==> config.mk <==
export PLATFORM = sky130hd
export DESIGN_NAME = fpm_dram_ctrl
export DESIGN_NICKNAME = d
export VERILOG_FILES = /design/src/rtl/fpm_pkg.sv /design/src/rtl/fpm_ras_monitor.sv /design/src/rtl/fpm_row_tracker.sv /design/src/rtl/fpm_dram_ctrl.sv
export SDC_FILE = /design/constraint.sdc
export NUM_CORES = 1
export LEC_CHECK = 0
export ABC_AREA = 1
export ABC_CLOCK_PERIOD_IN_PS = 12960
export BUFFER_PORTS_ARGS = -buffer_cell sky130_fd_sc_hd__buf_2
export CAP_MARGIN = 20
export CORE_UTILIZATION = 35
export DETAILED_ROUTE_END_ITERATION = 10
export GPL_ROUTABILITY_DRIVEN = 1
export PLACE_DENSITY = 0.6
export SYNTH_ARGS = -nofsm -noshare
export SYNTH_HDL_FRONTEND = slang
export SYNTH_SLANG_ARGS = --single-unit
==> constraint.sdc <==
create_clock -name clk_i -period 12.96 [get_ports clk_i]
set_input_delay 3.24 -clock clk_i [delete_from_list [all_inputs] [get_ports clk_i]]
set_output_delay 3.24 -clock clk_i [all_outputs]
set_load 0.01 [all_outputs]
==> src/rtl/fpm_pkg.sv <==
`timescale 1ns/1ps
package fpm_pkg;

  typedef enum logic [3:0] {
    ST_PRE, ST_IDLE, ST_ROW, ST_RAH, ST_RCD, ST_CAS,
    ST_CP, ST_OPEN, ST_CLOSE, ST_REF_CSR, ST_REF_RAS
  } fpm_state_e;

  // whole cycles covering ns, never below one
  function automatic int ns2cyc(int ns, int clk_ns);
    int c;
    c = (ns + clk_ns - 1) / clk_ns;
    return (c < 1) ? 1 : c;
  endfunction

  function automatic int imax(int a, int b);
    return (a > b) ? a : b;
  endfunction

endpackage

==> src/rtl/fpm_ras_monitor.sv <==
`timescale 1ns/1ps
module fpm_ras_monitor #(
  parameter int CW     = 16,
  parameter int MIN_C  = 6,
  parameter int NEAR_C = 100,
  parameter int MAX_C  = 120
) (
  input  logic          clk_i,
  input  logic          rst_ni,
  input  logic          ras_n_i,
  output logic [CW-1:0] cnt_o,
  output logic          min_ok_o,
  output logic          near_max_o
);
  localparam logic [CW-1:0] MinM1  = CW'(MIN_C - 1);
  localparam logic [CW-1:0] NearM1 = CW'(NEAR_C - 1);
  localparam logic [CW-1:0] MaxV   = CW'(MAX_C);
  localparam logic [CW-1:0] SatV   = {CW{1'b1}};

  logic [CW-1:0] cnt_q;

  // cnt_q + 1 = cycles since the strobe fell
  always_ff @(posedge clk_i or negedge rst_ni) begin
    if (!rst_ni)           cnt_q <= '0;
    else if (ras_n_i)      cnt_q <= '0;
    else if (cnt_q != SatV) cnt_q <= cnt_q + 1'b1;
  end

  assign cnt_o      = cnt_q;
  assign min_ok_o   = !ras_n_i && (cnt_q >= MinM1);
  assign near_max_o = !ras_n_i && (cnt_q >= NearM1);

  assert_ras_max_R10: assert property (@(posedge clk_i) disable iff (!rst_ni)
    !ras_n_i |-> cnt_q < MaxV);

  assert_ras_min_R3: assert property (@(posedge clk_i) disable iff (!rst_ni)
    $rose(ras_n_i) |-> $past(cnt_q) >= MinM1);

endmodule

==> src/rtl/fpm_row_tracker.sv <==
`timescale 1ns/1ps
module fpm_row_tracker #(
  parameter int ROW_W = 10
) (
  input  logic             clk_i,
  input  logic             rst_ni,
  input  logic             load_i,
  input  logic [ROW_W-1:0] row_i,
  input  logic [ROW_W-1:0] req_row_i,
  output logic             hit_o
);
  logic [ROW_W-1:0] row_q;

  always_ff @(posedge clk_i or negedge rst_ni) begin
    if (!rst_ni)     row_q <= '0;
    else if (load_i) row_q <= row_i;
  end

  assign hit_o = (req_row_i == row_q);

endmodule

==> src/rtl/fpm_dram_ctrl.sv <==
`timescale 1ns/1ps
module fpm_dram_ctrl
  import fpm_pkg::*;
#(
  parameter int CLK_NS      = 10,
  parameter int ROW_W       = 10,
  parameter int COL_W       = 10,
  parameter int DW          = 72,
  parameter int T_RAS_NS    = 60,
  parameter int T_RP_NS     = 40,
  parameter int T_ASR_NS    = 5,
  parameter int T_RAH_NS    = 8,
  parameter int T_RCD_NS    = 18,
  parameter int T_CAS_NS    = 15,
  parameter int T_CP_NS     = 10,
  parameter int T_PC_NS     = 40,
  parameter int T_CAC_NS    = 20,
  parameter int T_DH_NS     = 15,
  parameter int T_CSR_NS    = 12,
  parameter int T_RAL_NS    = 35,
  parameter int T_RASMAX_NS = 200000,
  parameter int IDLE_CYC    = 64
) (
  input  logic                   clk_i,
  input  logic                   rst_ni,
  input  logic                   req_valid_i,
  output logic                   req_ready_o,
  input  logic [ROW_W+COL_W-1:0] req_addr_i,
  input  logic                   req_write_i,
  input  logic [DW-1:0]          req_wdata_i,
  output logic                   rsp_valid_o,
  output logic [DW-1:0]          rsp_rdata_o,
  input  logic                   ref_req_i,
  output logic                   ref_ack_o,
  output logic                   dram_ras_no,
  output logic                   dram_cas_no,
  output logic                   dram_we_no,
  output logic                   dram_oe_no,
  output logic [((ROW_W > COL_W) ? ROW_W : COL_W)-1:0] dram_addr_o,
  output logic [DW-1:0]          dram_dq_o,
  output logic                   dram_dq_oe_o,
  input  logic [DW-1:0]          dram_dq_i
);
  localparam int AW     = (ROW_W > COL_W) ? ROW_W : COL_W;
  localparam int RA_W   = ROW_W + COL_W;
  localparam int TRP_C  = ns2cyc(T_RP_NS, CLK_NS);
  localparam int TRAS_C = ns2cyc(T_RAS_NS, CLK_NS);
  localparam int ASR_C  = ns2cyc(T_ASR_NS, CLK_NS);
  localparam int RAH_C  = ns2cyc(T_RAH_NS, CLK_NS);
  localparam int RCD_C  = ns2cyc(T_RCD_NS, CLK_NS);
  localparam int COL_C  = imax(1, RCD_C - RAH_C);
  localparam int CL_C   = ns2cyc(imax(T_CAS_NS, imax(T_CAC_NS, T_DH_NS)), CLK_NS);
  localparam int PC_C   = ns2cyc(imax(T_PC_NS, T_RAL_NS), CLK_NS);
  localparam int CP_C   = imax(ns2cyc(T_CP_NS, CLK_NS), PC_C - CL_C - 1);
  localparam int CSR_C  = ns2cyc(T_CSR_NS, CLK_NS);
  localparam int MAX_C  = T_RASMAX_NS / CLK_NS;
  localparam int BUDGET = CL_C + CP_C + 4;
  localparam int NEAR_C = imax(TRAS_C, MAX_C - BUDGET);
  localparam int CW     = $clog2(MAX_C + 2);
  localparam int WW     = 8;
  localparam int IW     = $clog2(IDLE_CYC + 1);
  localparam logic [IW-1:0] IdleLim = IW'(IDLE_CYC);

  fpm_state_e       state_q;
  logic [WW-1:0]    wait_q;
  logic [IW-1:0]    idle_q;
  logic [COL_W-1:0] col_q;
  logic             wr_q;
  logic [DW-1:0]    wdata_q;
  logic [CW-1:0]    ras_cnt;
  logic             ras_min_ok, ras_near_max, row_hit;
  logic             close_now, accept, tmr_done;

  wire [ROW_W-1:0] req_row = req_addr_i[RA_W-1:COL_W];
  wire [COL_W-1:0] req_col = req_addr_i[COL_W-1:0];

  fpm_ras_monitor #(.CW(CW), .MIN_C(TRAS_C), .NEAR_C(NEAR_C), .MAX_C(MAX_C)) u_ras_mon (
    .clk_i(clk_i), .rst_ni(rst_ni), .ras_n_i(dram_ras_no),
    .cnt_o(ras_cnt), .min_ok_o(ras_min_ok), .near_max_o(ras_near_max));

  fpm_row_tracker #(.ROW_W(ROW_W)) u_row_trk (
    .clk_i(clk_i), .rst_ni(rst_ni),
    .load_i(accept && (state_q == ST_IDLE)), .row_i(req_row),
    .req_row_i(req_row), .hit_o(row_hit));

  assign tmr_done  = (wait_q == '0);
  assign close_now = ref_req_i || (idle_q >= IdleLim) || ras_near_max
                   || (req_valid_i && !row_hit);
  assign req_ready_o = ((state_q == ST_IDLE) && !ref_req_i)
                    || ((state_q == ST_OPEN) && !close_now);
  assign accept = req_valid_i && req_ready_o;

  always_ff @(posedge clk_i or negedge rst_ni) begin
    if (!rst_ni) begin
      state_q      <= ST_PRE;
      wait_q       <= WW'(TRP_C - 1);
      idle_q       <= '0;
      col_q        <= '0;
      wr_q         <= 1'b0;
      wdata_q      <= '0;
      dram_ras_no  <= 1'b1;
      dram_cas_no  <= 1'b1;
      dram_we_no   <= 1'b1;
      dram_oe_no   <= 1'b1;
      dram_dq_oe_o <= 1'b0;
      dram_addr_o  <= '0;
      rsp_valid_o  <= 1'b0;
      rsp_rdata_o  <= '0;
      ref_ack_o    <= 1'b0;
    end else begin
      rsp_valid_o <= 1'b0;
      ref_ack_o   <= 1'b0;
      if (!tmr_done) wait_q <= wait_q - 1'b1;
      unique case (state_q)
        ST_PRE: if (tmr_done) state_q <= ST_IDLE;
        ST_IDLE: begin
          if (ref_req_i) begin
            dram_cas_no <= 1'b0;
            wait_q      <= WW'(CSR_C - 1);
            state_q     <= ST_REF_CSR;
          end else if (accept) begin
            dram_addr_o <= AW'(req_row);
            col_q       <= req_col;
            wr_q        <= req_write_i;
            wdata_q     <= req_wdata_i;
            wait_q      <= WW'(ASR_C - 1);
            state_q     <= ST_ROW;
          end
        end
        ST_ROW: if (tmr_done) begin
          dram_ras_no <= 1'b0;
          wait_q      <= WW'(RAH_C - 1);
          state_q     <= ST_RAH;
        end
        ST_RAH: if (tmr_done) begin
          dram_addr_o  <= AW'(col_q);
          dram_we_no   <= !wr_q;
          dram_oe_no   <= wr_q;
          dram_dq_oe_o <= wr_q;
          dram_dq_o    <= wdata_q;
          wait_q       <= WW'(COL_C - 1);
          state_q      <= ST_RCD;
        end
        ST_RCD: if (tmr_done) begin
          dram_cas_no <= 1'b0;
          wait_q      <= WW'(CL_C - 1);
          state_q     <= ST_CAS;
        end
        ST_CAS: if (tmr_done) begin
          dram_cas_no  <= 1'b1;
          dram_we_no   <= 1'b1;
          dram_oe_no   <= 1'b1;
          dram_dq_oe_o <= 1'b0;
          if (!wr_q) begin
            rsp_rdata_o <= dram_dq_i;
            rsp_valid_o <= 1'b1;
          end
          wait_q  <= WW'(CP_C - 1);
          state_q <= ST_CP;
        end
        ST_CP: if (tmr_done) begin
          idle_q  <= '0;
          state_q <= ST_OPEN;
        end
        ST_OPEN: begin
          if (idle_q != IdleLim) idle_q <= idle_q + 1'b1;
          if (close_now) begin
            state_q <= ST_CLOSE;
          end else if (accept) begin
            // page hit: column only, one cycle of setup before the strobe
            dram_addr_o  <= AW'(req_col);
            wr_q         <= req_write_i;
            dram_we_no   <= !req_write_i;
            dram_oe_no   <= req_write_i;
            dram_dq_oe_o <= req_write_i;
            dram_dq_o    <= req_wdata_i;
            idle_q       <= '0;
            wait_q       <= '0;
            state_q      <= ST_RCD;
          end
        end
        ST_CLOSE: if (ras_min_ok) begin
          dram_ras_no <= 1'b1;
          wait_q      <= WW'(TRP_C - 1);
          state_q     <= ST_PRE;
        end
        ST_REF_CSR: if (tmr_done) begin
          dram_ras_no <= 1'b0;
          state_q     <= ST_REF_RAS;
        end
        ST_REF_RAS: if (ras_min_ok) begin
          dram_ras_no <= 1'b1;
          dram_cas_no <= 1'b1;
          ref_ack_o   <= 1'b1;
          wait_q      <= WW'(TRP_C - 1);
          state_q     <= ST_PRE;
        end
        default: state_q <= ST_PRE;
      endcase
    end
  end

  assert_early_write_R6: assert property (@(posedge clk_i) disable iff (!rst_ni)
    ($fell(dram_cas_no) && !dram_ras_no) |-> $stable(dram_we_no));

  assert_drive_on_write_R6: assert property (@(posedge clk_i) disable iff (!rst_ni)
    dram_dq_oe_o |-> (!dram_we_no && dram_oe_no));

  assert_rsp_after_read_R5: assert property (@(posedge clk_i) disable iff (!rst_ni)
    rsp_valid_o |-> $past(!dram_cas_no && !dram_oe_no && dram_we_no));

  assert_addr_hold_R4: assert property (@(posedge clk_i) disable iff (!rst_ni)
    (!dram_cas_no && $past(!dram_cas_no)) |-> $stable(dram_addr_o));

  assert_ref_idle_R9: assert property (@(posedge clk_i) disable iff (!rst_ni)
    ref_ack_o |-> (dram_ras_no && dram_cas_no && !rsp_valid_o));

  assert_single_rsp_R5: assert property (@(posedge clk_i) disable iff (!rst_ni)
    rsp_valid_o |=> !rsp_valid_o);

endmodule

==> out/results.txt, run 1 <==
The run finished with clean final reports. For the fill cell instance count of the final layout, the log shows 3370. The mean post-synth cell area works out to 9.151 um^2.

The fraction of synthesized cell area in xor and xnor cells is 0.01205. The internal portion of total power was 1.514 mW; the slew of the pin with the lowest slew margin was 1.020 ns. With fillers left out, the area of the finished cells amounts to 15460 um^2.

The tools report the worst endpoint required time as 9.72 ns. The first element of the critical path was req_addr_i[13]. For the peak supply drop, the log shows 0.09995 mV.

The flip-flop and latch count after synthesis works out to 288. Routability-driven placement finished with a final weighted congestion of 0.8654. Leading cell type in the layout, fill and taps excluded: sky130_fd_sc_hd__nand2_1.

The tools report the count of boundary I/O pins as 331. The critical setup path kind is primary input to output pin. The number of nets handed over by synthesis was 1527.

For the headroom to the max-slew limit, the log shows 0.3178. Most common flop cell mapped by yosys: sky130_fd_sc_hd__dfrtp_1. No sink is reached through more buffers than the 3 on the longest clock path.

The DRC violation count after routing came out at 0. The area share of the largest cell type after synthesis was 0.4254. The fraction of power consumed by combinational cells came out at 0.036. The logs give 0 for the total congestion overflow and 0.486 for the share of power burned in registers. By instance count, the cell type seen most on the critical path is sky130_fd_sc_hd__nand2_1. After layout, the design draws a total of 1.950 mW. Ranked by total cell area, the synthesized netlist is headed by sky130_fd_sc_hd__dfrtp_1 (43%), sky130_fd_sc_hd__edfxtp_1 (18%), sky130_fd_sc_hd__nand2_1 (15%). The classification of the worst-slack hold path is register to register.

Combined global-route utilization of all metal layers: 0.1793. The ratio of total power to cell area works out to 126.1 nW/um^2. The hold violation total from the final report came out at 0. The first-pass detailed-route iteration total is 5, and the adder-cell share of the synthesized area is 0.008102. Setup violations remaining at the end of the flow were counted as 0. Compared with the post-synthesis result, the final layout area differs by 25.12%. The element type at the critical path start was a primary input. The worst path in the final design needs a cycle of 7.689 ns, including I/O delays and setup. The number of cell instances on the worst register-to-register path works out to 7. The top cell type by total area after synthesis is sky130_fd_sc_hd__dfrtp_1. Dividing the detail-routed wire length by the instance count gives 15.14 um. The tools report the beginning of the worst register-to-register path as state_q[1].

After clock tree synthesis, the clock-pin slew on the worst setup and hold paths is 0.05 ns. Entering global routing, the biggest net connects 104 pins. The count of buffers added on input and output ports is 330. The total wire length is 32.58 mm, and the post-DP HPWL is 22.59 mm.

The tools report the mapped cell area as 12350 um^2. The tools report the overall via count from detail_route as 9962. Once the clock tree was built, the resizer swapped 0 gates to a different size. The tools report the type of element capturing the critical path as an output pin.

Setup repair after global routing left no endpoint under its margin. The top cell types in the final layout, fill and taps aside, are sky130_fd_sc_hd__nand2_1 (497), sky130_fd_sc_hd__buf_2 (329), sky130_fd_sc_hd__dfrtp_1 (210). The total placed instance area is 14360 um^2.

Synthesis handed over a netlist of 1350 instances. Endpoint of the lowest-slack register-to-register path: dram_dq_o[27]. The Yosys step of the flow raised 0 warnings. The run gives 9.53 ns as the internal reg-to-reg setup slack. The clock network fraction of total power is 0.478, and the quantity of hold-fixing buffers added after cts is 0. TritonCTS built the clock tree. Based on the critical path, the design can be clocked at up to 0.1301 GHz.

Leaving out filler cells and counting taps, the final layout contains 2152. Of all nets on the critical path, the largest fanout is 3. The tools report the number of nets at the end of the flow as 1847. The floorplan step set the die width to 189.9 um.

The count of nets left with antenna violations once routing finished came out at 0. Post-synthesis simple-gate area fraction: 0.1954. The highest-delay cell along the critical path is sky130_fd_sc_hd__nand3_1. The logs give 7 for the number of antenna violations at the first check in global routing and 0.53 ns for the insertion delay to the later sink of the worst-skew pair.

The tool flagged a number of max-cap violations equal to 0. Dividing the detail-routed via count by the number of cells gives 4.629. The total negative slack came out at 0 ns. The area of the die was 36050 um^2. Sequential cell area fraction in the yosys report: 0.6131.

The multiplexer fraction of the synthesized cell area is 0.003646. Traced cell by cell, the critical path runs through buf_2 -> inv_1 -> nand2_1 -> nand2_1 -> nand2_1 -> nor2_1 -> nand3_1 -> nand2_1 -> nand3_1 -> nand2_1 -> buf_2. In this run, distinct cell masters in the synthesized netlist total 45.

The starting density of the core is 0.3568. Counting flops with a built-in enable in the synthesized netlist gives 72. The number of clock buffers inserted by TritonCTS is 36. The height of the die came out at 189.9 um. The fraction of power spent switching nets is 0.2236, and the leakage power figure is 7.221 nW. The initialized floorplan defines 68 standard-cell rows. After synthesis, the largest family of logic cells by area is simple AND/OR/NAND/NOR gates. The fraction of the mapped netlist area in compound gates is 0.1004, and the core box area is 34630 um^2. In this run the power spent charging and discharging nets is 0.4358 mW.

The H-tree was split into 2 levels. The critical path arrival came out at 4.45 ns. The final count of pins violating max slew came out at 0.

The capturing element of the worst setup path is req_ready_o. The first global-routing pass estimated 51.05 mm of wire. The part of the cycle the worst path needs is 0.5933, and the fraction of layout instances using a drive strength above 1 is 0.2484.

The logs give 9574 for the number of global-route vias before repair and 2087 for the count of placed standard cells including taps. After clock tree synthesis, the setup repair step added 0 buffers. The post-synthesis async set-or-reset flop share came out at 0.7500. In this run, the number of DRC markers left after iteration 0 of detailed routing was 622. On the final layout, the worst clock skew is 0.01425 ns. Library cell used as clock root buffer: sky130_fd_sc_hd__clkbuf_16. The clock net in this run drives a total of 288 sinks. For this run, the slowest stage of the critical path takes 0.20 ns.
## flip-flops by register name (all words and copies together) (netlist names), 4 cells and up
register	count
col_q	10
dram_addr_o	10
dram_dq_o	72
idle_q	7
rsp_rdata_o	72
state_q	4
u_ras_mon.cnt_o	15
u_row_trk.row_q	10
wait_q	8
wdata_q	72
## area by class of cell
cell class | count | area, um^2 | share of cell area
multi-input combinational | 862 | 3955 | 0.2559
clock buffer | 50 | 994.7 | 0.06435
antenna | 2 | 5.005 | 0.0003238
sequential | 288 | 7575 | 0.4900
clock inverter | 13 | 97.59 | 0.006314
tap | 455 | 569.3 | 0.03683
inverter | 145 | 546.8 | 0.03537
timing repair buffer | 337 | 1714 | 0.1109
## power by group through the flow
stage,logic [mW],registers [mW],clock network [mW]
6_report,0.0710,0.947,0.931
5_1_grt,0.0832,0.948,0.993
4_1_cts,0.0732,0.947,0.961
3_5_place_dp,0.0731,0.964,0
3_3_place_gp,0.0712,0.963,0
2_1_floorplan,0.0248,0.963,0
## cell usage after synthesis, types with 2 or more instances
cell type                  instances
sky130_fd_sc_hd__edfxtp_1         72
sky130_fd_sc_hd__buf_2            11
sky130_fd_sc_hd__nor3_1           17
sky130_fd_sc_hd__o22ai_1           5
sky130_fd_sc_hd__inv_1           140
sky130_fd_sc_hd__dfstp_2           6
sky130_fd_sc_hd__a31oi_1           2
sky130_fd_sc_hd__nand2_2           3
sky130_fd_sc_hd__xor2_1           11
sky130_fd_sc_hd__nor2_1           39
sky130_fd_sc_hd__ha_1              8
sky130_fd_sc_hd__o21ai_0         190
sky130_fd_sc_hd__o221ai_1          6
sky130_fd_sc_hd__inv_2             5
sky130_fd_sc_hd__o31ai_1           2
sky130_fd_sc_hd__nand4_1           7
sky130_fd_sc_hd__o21ai_1           2
sky130_fd_sc_hd__o211ai_1          5
sky130_fd_sc_hd__xnor2_1           6
sky130_fd_sc_hd__nor3_4            2
sky130_fd_sc_hd__nor2_2            2
sky130_fd_sc_hd__mux2_2            4
sky130_fd_sc_hd__buf_6             9
sky130_fd_sc_hd__clkbuf_1         35
sky130_fd_sc_hd__nand3_1          20
sky130_fd_sc_hd__dfrtp_1         210
sky130_fd_sc_hd__a21oi_1          14
sky130_fd_sc_hd__nor2_4            3
sky130_fd_sc_hd__nand2_1         498
## metrics by stage
| step | hold slack (ns) | worst slack [ns] | util |
|---|---|---|---|
| 2_1_floorplan | 0.4335 | 2.932 | - |
| 3_3_place_gp | 0.4513 | 5.273 | 0.4147 |
| 3_5_place_dp | 0.4511 | 5.281 | 0.4147 |
| 4_1_cts | 0.4599 | 5.270 | 0.4462 |
| 5_1_grt | 0.4836 | 5.135 | 0.4462 |
| 6_report | 0.4561 | 5.271 | 0.4464 |
## routing by layer
metal,share of wire,GRT usage,routed length [um]
met1,0.43,0.2323,13890
met2,0.48,0.2865,15650
met3,0.063,0.04944,2053
met4,0.028,0.06452,918
met5,0.0021,0,70
## worst min path at each step
| stage | from | cells past startpoint | slack, ns | end |
|---|---|---|---|---|
| floorplan | u_ras_mon.cnt_o[12] | 1 | 0.43 | u_ras_mon.cnt_o[12] |
| global placement | dram_cas_no | 2 | 0.45 | dram_cas_no |
| detailed placement | dram_cas_no | 2 | 0.45 | dram_cas_no |
| CTS | dram_cas_no | 2 | 0.46 | dram_cas_no |
| global route | rsp_rdata_o[39] | 2 | 0.48 | rsp_rdata_o[39] |
| finish | dram_cas_no | 2 | 0.46 | dram_cas_no |
## worst max-delay path: cells and delay by family
family | cells | cell delay (ns)
AND/OR/NAND/NOR | 8 | 0.89
buffers and inverters | 3 | 0.33
## cell families (layout without fill, tap and decap cells)
| family | Yosys count | count (layout) |
|---|---|---|
| xor+xnor | 17 | 17 |
| fa+ha+maj | 8 | 8 |
| mux | 4 | 4 |
| compound gates | 233 | 233 |
| buf+inv | 200 | 545 |
| flops | 288 | 288 |
| simple gates | 600 | 600 |
| other cells | 0 | 2 |
Note: power is estimated with default switching activity, not from simulation.
==> inputs of run 2 (changes only) <==
- ABC_AREA: 1 -> 0
- ABC_CLOCK_PERIOD_IN_PS: 12960 -> 7100
- clock period: 12.96 -> 7.1 ns (I/O delays scaled with it)
==> run 2 against run 1 <==
Design area grew 0.92%. Critical endpoint unchanged. Clock power grew 83%. Sequential share of layout area shrank 0.45 points. Non-clock buffer count grew 2. Highest routed layer unchanged. Largest power group unchanged.
==> out/results.txt, run 2 <==
The flow ran to the end, and the final reports show no timing, DRC or antenna violations. The top cell family by delay on the critical path is simple AND/OR/NAND/NOR gates (unchanged). Headroom to the max-slew limit: 0.3092 (was 0.3178).

The total congestion overflow came out at 0 (unchanged). The clock-pin slew on the worst setup and hold paths works out to 0.05 ns (about the same). The clock net sink count is 288 (unchanged). CTS H-tree depth: 2 (unchanged). The mean number of vias per cell is 4.780 (was 4.629), and the number of buffers and inverters on the critical path is 2 (was 3).

For this run, the top clock speed supported by timing is 0.1919 GHz. The overall via count from detail_route is 9402 (was 9962). The post-synthesis async set-or-reset flop share is 0.7500 (unchanged).

The most common flop cell mapped by yosys was sky130_fd_sc_hd__dfrtp_1 (unchanged). Number of gates resized after CTS: 0 (unchanged). The element type at the critical path start was a primary input (unchanged).

The slew of the pin with the lowest slew margin came out at 1.036 ns (was 1.020 ns). The top cell type by total area after synthesis was sky130_fd_sc_hd__dfrtp_1 (unchanged). Top flop regs: dram_dq_o (72), rsp_rdata_o (72), wdata_q (72) (unchanged).

The first-iteration detailed-routing DRC count was 524 (was 622). The number of buffer cells added on primary ports is 330 (unchanged). The flip-flop and latch count after synthesis came out at 288 (unchanged). Critical setup path kind: primary input to output pin (unchanged). Critical path depth in cells: 7 (was 11). The logs give 1662 (was 1847) for the number of nets at the end of the flow and 0 (unchanged) for the hold violation total from the final report. Crit path cell chain: buf_2 -> xor2_1 -> nor4_1 -> nand3_1 -> nand2_1 -> a21o_1 -> buf_2 (was buf_2 -> inv_1 -> nand2_1 -> nand2_1 -> nand2_1 -> nor2_1 -> nand3_1 -> nand2_1 -> nand3_1 -> nand2_1 -> buf_2). The logs give 0 (unchanged) for the count of antenna-violating nets left after detailed routing and 21.24 mm (was 22.59 mm) for the post-DP HPWL.

The combined global-route utilization of all metal layers was 0.1729 (was 0.1793). The area share of the largest cell type after synthesis is 0.4236 (was 0.4254), and the width of the die is 190.3 um (was 189.9 um). The mean post-synth cell area is 10.64 um^2 (was 9.151 um^2). Most frequent cells after synthesis: sky130_fd_sc_hd__nand2_1 (469), sky130_fd_sc_hd__dfrtp_1 (210), sky130_fd_sc_hd__mux2_2 (95) (was sky130_fd_sc_hd__nand2_1 (498), sky130_fd_sc_hd__dfrtp_1 (210), sky130_fd_sc_hd__o21ai_0 (190)). The tools report the library cell used as clock root buffer as sky130_fd_sc_hd__clkbuf_16 (unchanged).

The run gives 331 (unchanged) as the count of boundary I/O pins. The height of the die is 190.3 um (was 189.9 um). The tools report the max-cap violation count as 0 (unchanged). Leading cell type in the layout, fill and taps excluded: sky130_fd_sc_hd__nand2_1 (unchanged).

The buffer count from post-CTS setup fixing was 0 (unchanged); the leakage power figure was 7.383 nW (was 7.221 nW). The logs give 36200 um^2 (was 36050 um^2) for the area of the die and 3 (unchanged) for the worst-case clock buffer depth. The core box area was 34710 um^2 (was 34630 um^2). TritonCTS built the clock tree.

Sequential cell area fraction in the yosys report: 0.6106 (was 0.6131). The tools report the pin count of the biggest net entering global routing as 92 (was 104). The worst hold slack is 0.4632 ns (was 0.4561 ns), and the final setup violation count is 0 (unchanged).

Number of clock buffers inserted by TritonCTS: 35 (was 36). Mapped cell area: 12410 um^2 (was 12350 um^2). The highest-delay cell along the critical path is sky130_fd_sc_hd__nor4_1 (was sky130_fd_sc_hd__nand3_1). The number of different library cells in the post-synthesis netlist came out at 60 (was 45). The most instantiated library cell after synthesis was sky130_fd_sc_hd__nand2_1 (unchanged). The net count after synthesis was 1343 (was 1527); the largest stage delay on the critical path was 0.75 ns (was 0.20 ns). Commonest non-fill, non-tap cells in the layout: sky130_fd_sc_hd__nand2_1 (469), sky130_fd_sc_hd__buf_2 (329), sky130_fd_sc_hd__dfrtp_1 (210) (was sky130_fd_sc_hd__nand2_1 (497), sky130_fd_sc_hd__buf_2 (329), sky130_fd_sc_hd__dfrtp_1 (210)). The synthesis-to-finish area growth works out to 25.75% (was 25.12%). For the critical path arrival, the log shows 3.44 ns (was 4.45 ns). Fill cell instance count of the final layout: 3255 (was 3370).

The number of enable-type register cells in the synthesized netlist was 72 (unchanged). The number of cell instances on the worst register-to-register path was 9 (was 7); the first-pass GRT wire length was 49.37 mm (was 51.05 mm). The worst clock skew came out at 0.01317 ns (was 0.01425 ns). Type of element capturing the critical path: an output pin (unchanged). The DRC violation count after routing came out at 0 (unchanged).

The most repeated library cell on the critical path is sky130_fd_sc_hd__buf_2 (was sky130_fd_sc_hd__nand2_1). Largest cells by area after synthesis: sky130_fd_sc_hd__dfrtp_1 (42%), sky130_fd_sc_hd__edfxtp_1 (17%), sky130_fd_sc_hd__nand2_1 (14%) (was sky130_fd_sc_hd__dfrtp_1 (43%), sky130_fd_sc_hd__edfxtp_1 (18%), sky130_fd_sc_hd__nand2_1 (15%)). The tools report the total negative slack as 0 ns (unchanged). The first-pass detailed-route iteration total came out at 5 (unchanged). The fraction of layout instances using a drive strength above 1 came out at 0.3422 (was 0.2484).

The routed wire length per instance is 16.12 um (was 15.14 um), and the total number of yosys warnings is 0 (unchanged). The run gives 0 (unchanged) as the quantity of hold-fixing buffers added after cts. The number of antenna violations at the first check in global routing was 3 (was 7); the post-route minimum period was 5.211 ns. The ratio of total power to cell area was 398.7 nW/um^2 (was 126.1 nW/um^2); the worst endpoint required time was 5.33 ns (was 9.72 ns). Setup repair after global routing left no endpoint under its margin. The number of cells traversed by the worst hold path came out at 2 (unchanged).

For the cell count after synthesis, the log shows 1166 (was 1350). The global placer's final weighted congestion is 0.8273 (was 0.8654). The tools report the number of global-route vias before repair as 9125 (was 9574). Peak supply drop: 0.1676 mV (was 0.09995 mV). The part of the cycle the worst path needs is 0.7340. The classification of the worst-slack hold path is register to register (unchanged). The final count of pins violating max slew is 0 (unchanged). The logs give 0.3574 (was 0.3568) for the starting density of the core and 68 (unchanged) for the row count. The total wire length was 31.71 mm (was 32.58 mm). The insertion delay to the later sink of the worst-skew pair was 0.50 ns (was 0.53 ns).

The highest fanout seen on the critical path is 3 (unchanged).
-- run 2: layout make-up --
cell class / count / area, um^2 / area share
tap: 455 / 569.3 / 0.03649
multi-input combinational: 803 / 4547 / 0.2915
clock inverter: 17 / 110.1 / 0.007058
antenna: 1 / 2.502 / 0.0001604
clock buffer: 46 / 999.7 / 0.06408
sequential: 288 / 7575 / 0.4856
inverter: 18 / 67.56 / 0.004331
timing repair buffer: 339 / 1729 / 0.1108
-- run 2: worst paths after layout --
kind	startpoint	endpoint	slack, ns
max	req_addr_i[14]	req_ready_o	1.89
min	dram_cas_no	dram_cas_no	0.46
max reg2reg	wait_q[5]	rsp_rdata_o[49]	3.53
min reg2reg	dram_cas_no	dram_cas_no	0.46
max in group asynchronous	rst_ni	wdata_q[66]	4.47
min in group asynchronous	rst_ni	wdata_q[12]	1.30
-- run 2: cell families after synthesis --
kind of cell / Yosys count / synth area share
AO/OA/AOI/OAI: 79 / 0.04105
XOR/XNOR: 25 / 0.01765
adder cells (fa/ha/maj): 8 / 0.008069
buffers and inverters: 75 / 0.02421
flip-flops: 288 / 0.6106
multiplexers: 117 / 0.1080
AND/OR/NAND/NOR: 574 / 0.1904
-- run 2: power by group --
group          internal, mW  total, mW  switching (mW)  leakage (nW)
clock network          1.03       1.70           0.675         0.544
logic                 0.841       1.84           0.997          3.71
registers              2.35       2.68           0.329          3.13
total                  4.22       6.22            2.00          7.38
-- run 2: per-stage QoR --
| step | power [mW] | worst slack [ns] | instance area, um^2 | instances | utilization |
|---|---|---|---|---|---|
| floorplan | 3.903 | 2.070 | 12410 | 1166 | - |
| global placement | 4.505 | 1.721 | 14490 | 1903 | 0.4174 |
| detailed placement | 4.570 | 1.774 | 14490 | 1903 | 0.4174 |
| CTS | 6.299 | 1.766 | 15600 | 1966 | 0.4493 |
| global route | 6.621 | 1.829 | 15600 | 1967 | 0.4494 |
| finish | 6.219 | 1.889 | 15600 | 1967 | 0.4494 |
-- run 2: tightest hold or removal path, cell delays in order (launching register included) --
cell and delay, ns:
sky130_fd_sc_hd__dfstp_2 0.36, sky130_fd_sc_hd__inv_1 0.04, sky130_fd_sc_hd__a21oi_1 0.05
-- run 2: per-layer routing --
layer | vias up | wire (um) | GRT usage
li1 | 4504 | - | -
met1 | 4442 | 13590 | 0.2302
met2 | 395 | 14650 | 0.2739
met3 | 57 | 2626 | 0.04417
met4 | 4 | 808 | 0.05815
met5 | - | 27 | 0
==> inputs of run 3 (changes only) <==
- ABC_AREA: 0 -> 1
- ABC_CLOCK_PERIOD_IN_PS: 7100 -> 4300
- PLACE_DENSITY: 0.6 -> 0.62
- clock period: 7.1 -> 4.3 ns (I/O delays scaled with it)
==> run 3 against run 2 <==
Flip-flop and latch count did not move. Sequential share of layout area rose by 0.12 points. Clock skew fell by 0.0016 ns. Largest power group is now clock. Power fell by 3.8%. Non-clock buffer count fell by 1. Design area fell by 0.24%. Combinational power fell by 88%. Sequential power rose by 7%. Register-to-register slack got worse by 2.2 ns. Clock-buffer cell count rose by 6. Core utilization barely moved. Global-route usage rose by 0.69 points.
==> out/results.txt, run 3 (same netlist as run 1, synthesis figures left out) <==
The tools report the peak supply drop as 0.3379 mV (was 0.1676 mV). Leakage power figure: 7.264 nW (was 7.383 nW). Timing would allow up to 0.2975 GHz.

Routed wire length per instance: 14.96 um (was 16.12 um). The run gives 181 (was 92) as the pin count of the biggest net entering global routing. The logs give 0 (unchanged) for the count of antenna-violating nets left after detailed routing and 51.56 mm (was 49.37 mm) for the first-pass GRT wire length. The width of the die was 189.9 um (was 190.3 um). Overall via count from detail_route: 9832 (was 9402).

The run gives 68 (unchanged) as the row count. The height of the die is 189.9 um (was 190.3 um). Leading cell type in the layout, fill and taps excluded: sky130_fd_sc_hd__nand2_1 (unchanged). The slack of the critical path is 0.9386 ns (was 1.889 ns). Slew of the pin with the lowest slew margin: 0.8638 ns (was 1.036 ns). For the total power draw, the log shows 5.984 mW (was 6.219 mW). Total negative slack: 0 ns (unchanged). The logs give 36050 um^2 (was 36200 um^2) for the area of the die and 0 (unchanged) for the total congestion overflow. The part of the cycle the worst path needs is 0.7817, and the worst hold slack is 0.4636 ns (was 0.4632 ns). The mean number of vias per cell is 4.569 (was 4.780). The starting density of the core was 0.3568 (was 0.3574); the number of nets at the end of the flow was 1847 (was 1662). The fraction of layout instances using a drive strength above 1 is 0.2500 (was 0.3422), and the CTS H-tree depth is 2 (unchanged).

TritonCTS built the clock tree. The logs give 0 (unchanged) for the buffer count from post-CTS setup fixing and 288 (unchanged) for the clock net sink count. The synthesis-to-finish area growth is 25.97% (was 25.75%), and the hold violation total from the final report is 0 (unchanged).

Top flop regs: dram_dq_o (72), rsp_rdata_o (72), wdata_q (72) (unchanged). The final setup violation count was 0 (unchanged); the core box area was 34630 um^2 (was 34710 um^2). The run gives 22.17 mm (was 21.24 mm) as the post-DP HPWL. For the quantity of hold-fixing buffers added after cts, the log shows 0 (unchanged). The first-pass detailed-route iteration total is 5 (unchanged), and the pre-CTS worst setup slack is 0.8354 ns (was 1.774 ns). The logs give 0 (unchanged) for the number of gates resized after CTS and 3.22 ns (was 5.33 ns) for the worst endpoint required time. Number of clock buffers inserted by TritonCTS: 35 (unchanged). The type of element capturing the critical path is an output pin (unchanged). Commonest non-fill, non-tap cells in the layout: sky130_fd_sc_hd__nand2_1 (497), sky130_fd_sc_hd__buf_2 (329), sky130_fd_sc_hd__dfrtp_1 (210) (was sky130_fd_sc_hd__nand2_1 (469), sky130_fd_sc_hd__buf_2 (329), sky130_fd_sc_hd__dfrtp_1 (210)). The final count of pins violating max slew is 0 (unchanged), and the worst-case clock buffer depth is 3 (unchanged).

The run gives 9900 (was 9125) as the number of global-route vias before repair. For the worst clock skew, the log shows 0.01159 ns (was 0.01317 ns). The run gives 609 (was 524) as the first-iteration detailed-routing DRC count. Total wire length: 32.19 mm (was 31.71 mm). The combined global-route utilization of all metal layers is 0.1797 (was 0.1729), and the max-cap violation count is 0 (unchanged).

The classification of the worst-slack hold path was register to register (unchanged). The critical path arrival came out at 2.29 ns (was 3.44 ns). The library cell used as clock root buffer is sky130_fd_sc_hd__clkbuf_16 (unchanged).

The tools report the insertion delay to the later sink of the worst-skew pair as 0.52 ns (was 0.50 ns). For the global placer's final weighted congestion, the log shows 0.8063 (was 0.8273). The number of buffer cells added on primary ports was 330 (unchanged); the DRC violation count after routing was 0 (unchanged).

The tools report the element type at the critical path start as a primary input (unchanged). Setup repair after global routing left no endpoint under its margin. The post-route minimum period is 3.361 ns. The critical setup path kind was primary input to output pin (unchanged).

Highest fanout seen on the critical path: 3 (unchanged). The flow ran to the end, and the final reports show no timing, DRC or antenna violations. The final design utilization was 0.4494 (about the same).

The number of antenna violations at the first check in global routing was 7 (was 3); the clock-pin slew on the worst setup and hold paths was 0.06 ns (was 0.05 ns). Ratio of total power to cell area: 384.5 nW/um^2 (was 398.7 nW/um^2). The headroom to the max-slew limit is 0.4241 (was 0.3092).

For the count of boundary I/O pins, the log shows 331 (unchanged).
## run 3: report_power, final
part	switching (mW)	total [mW]	internal (mW)
clock	1.14	2.92	1.77
combinational	0.118	0.213	0.0947
sequential	0.0188	2.86	2.84
total	1.28	5.98	4.70
## run 3: per-layer routing
layer,routed length [um],GRT usage
met1,13450,0.2272
met2,15640,0.2956
met3,2149,0.05036
met4,902,0.05924
met5,52,0
## run 3: worst paths after layout
path,startpoint,endpoint,slack (ns),cells past startpoint
min reg2reg,dram_cas_no,dram_cas_no,0.46,2
min,dram_cas_no,dram_cas_no,0.46,2
min in group asynchronous,rst_ni,rsp_valid_o,0.47,1
max reg2reg,state_q[1],dram_dq_o[30],1.35,7
max,req_addr_i[15],req_ready_o,0.94,8
max in group asynchronous,rst_ni,wdata_q[63],2.67,2
## run 3: worst max-delay path, stage by stage
cell	delay, ns
sky130_fd_sc_hd__buf_2	0.11
sky130_fd_sc_hd__or2_0	0.19
sky130_fd_sc_hd__a21oi_1	0.16
sky130_fd_sc_hd__nand3_1	0.20
sky130_fd_sc_hd__nand2_1	0.15
sky130_fd_sc_hd__nand3_1	0.11
sky130_fd_sc_hd__nand2_1	0.13
sky130_fd_sc_hd__buf_2	0.15
## run 3: stage by stage
stage	std cells	cell area (um^2)
floorplan	1350	12370
global placement	2088	14420
detailed placement	2088	14420
CTS	2151	15560
global route	2152	15560
finish	2152	15560
## run 3: area by class of cell
cell class | instances | area, um^2
clock buffer | 52 | 1022
timing repair buffer | 338 | 1759
inverter | 145 | 546.8
sequential | 288 | 7575
clock inverter | 11 | 121.4
multi-input combinational | 862 | 3966
tap | 455 | 569.3
fill | 3420 | 19070
antenna | 1 | 2.502
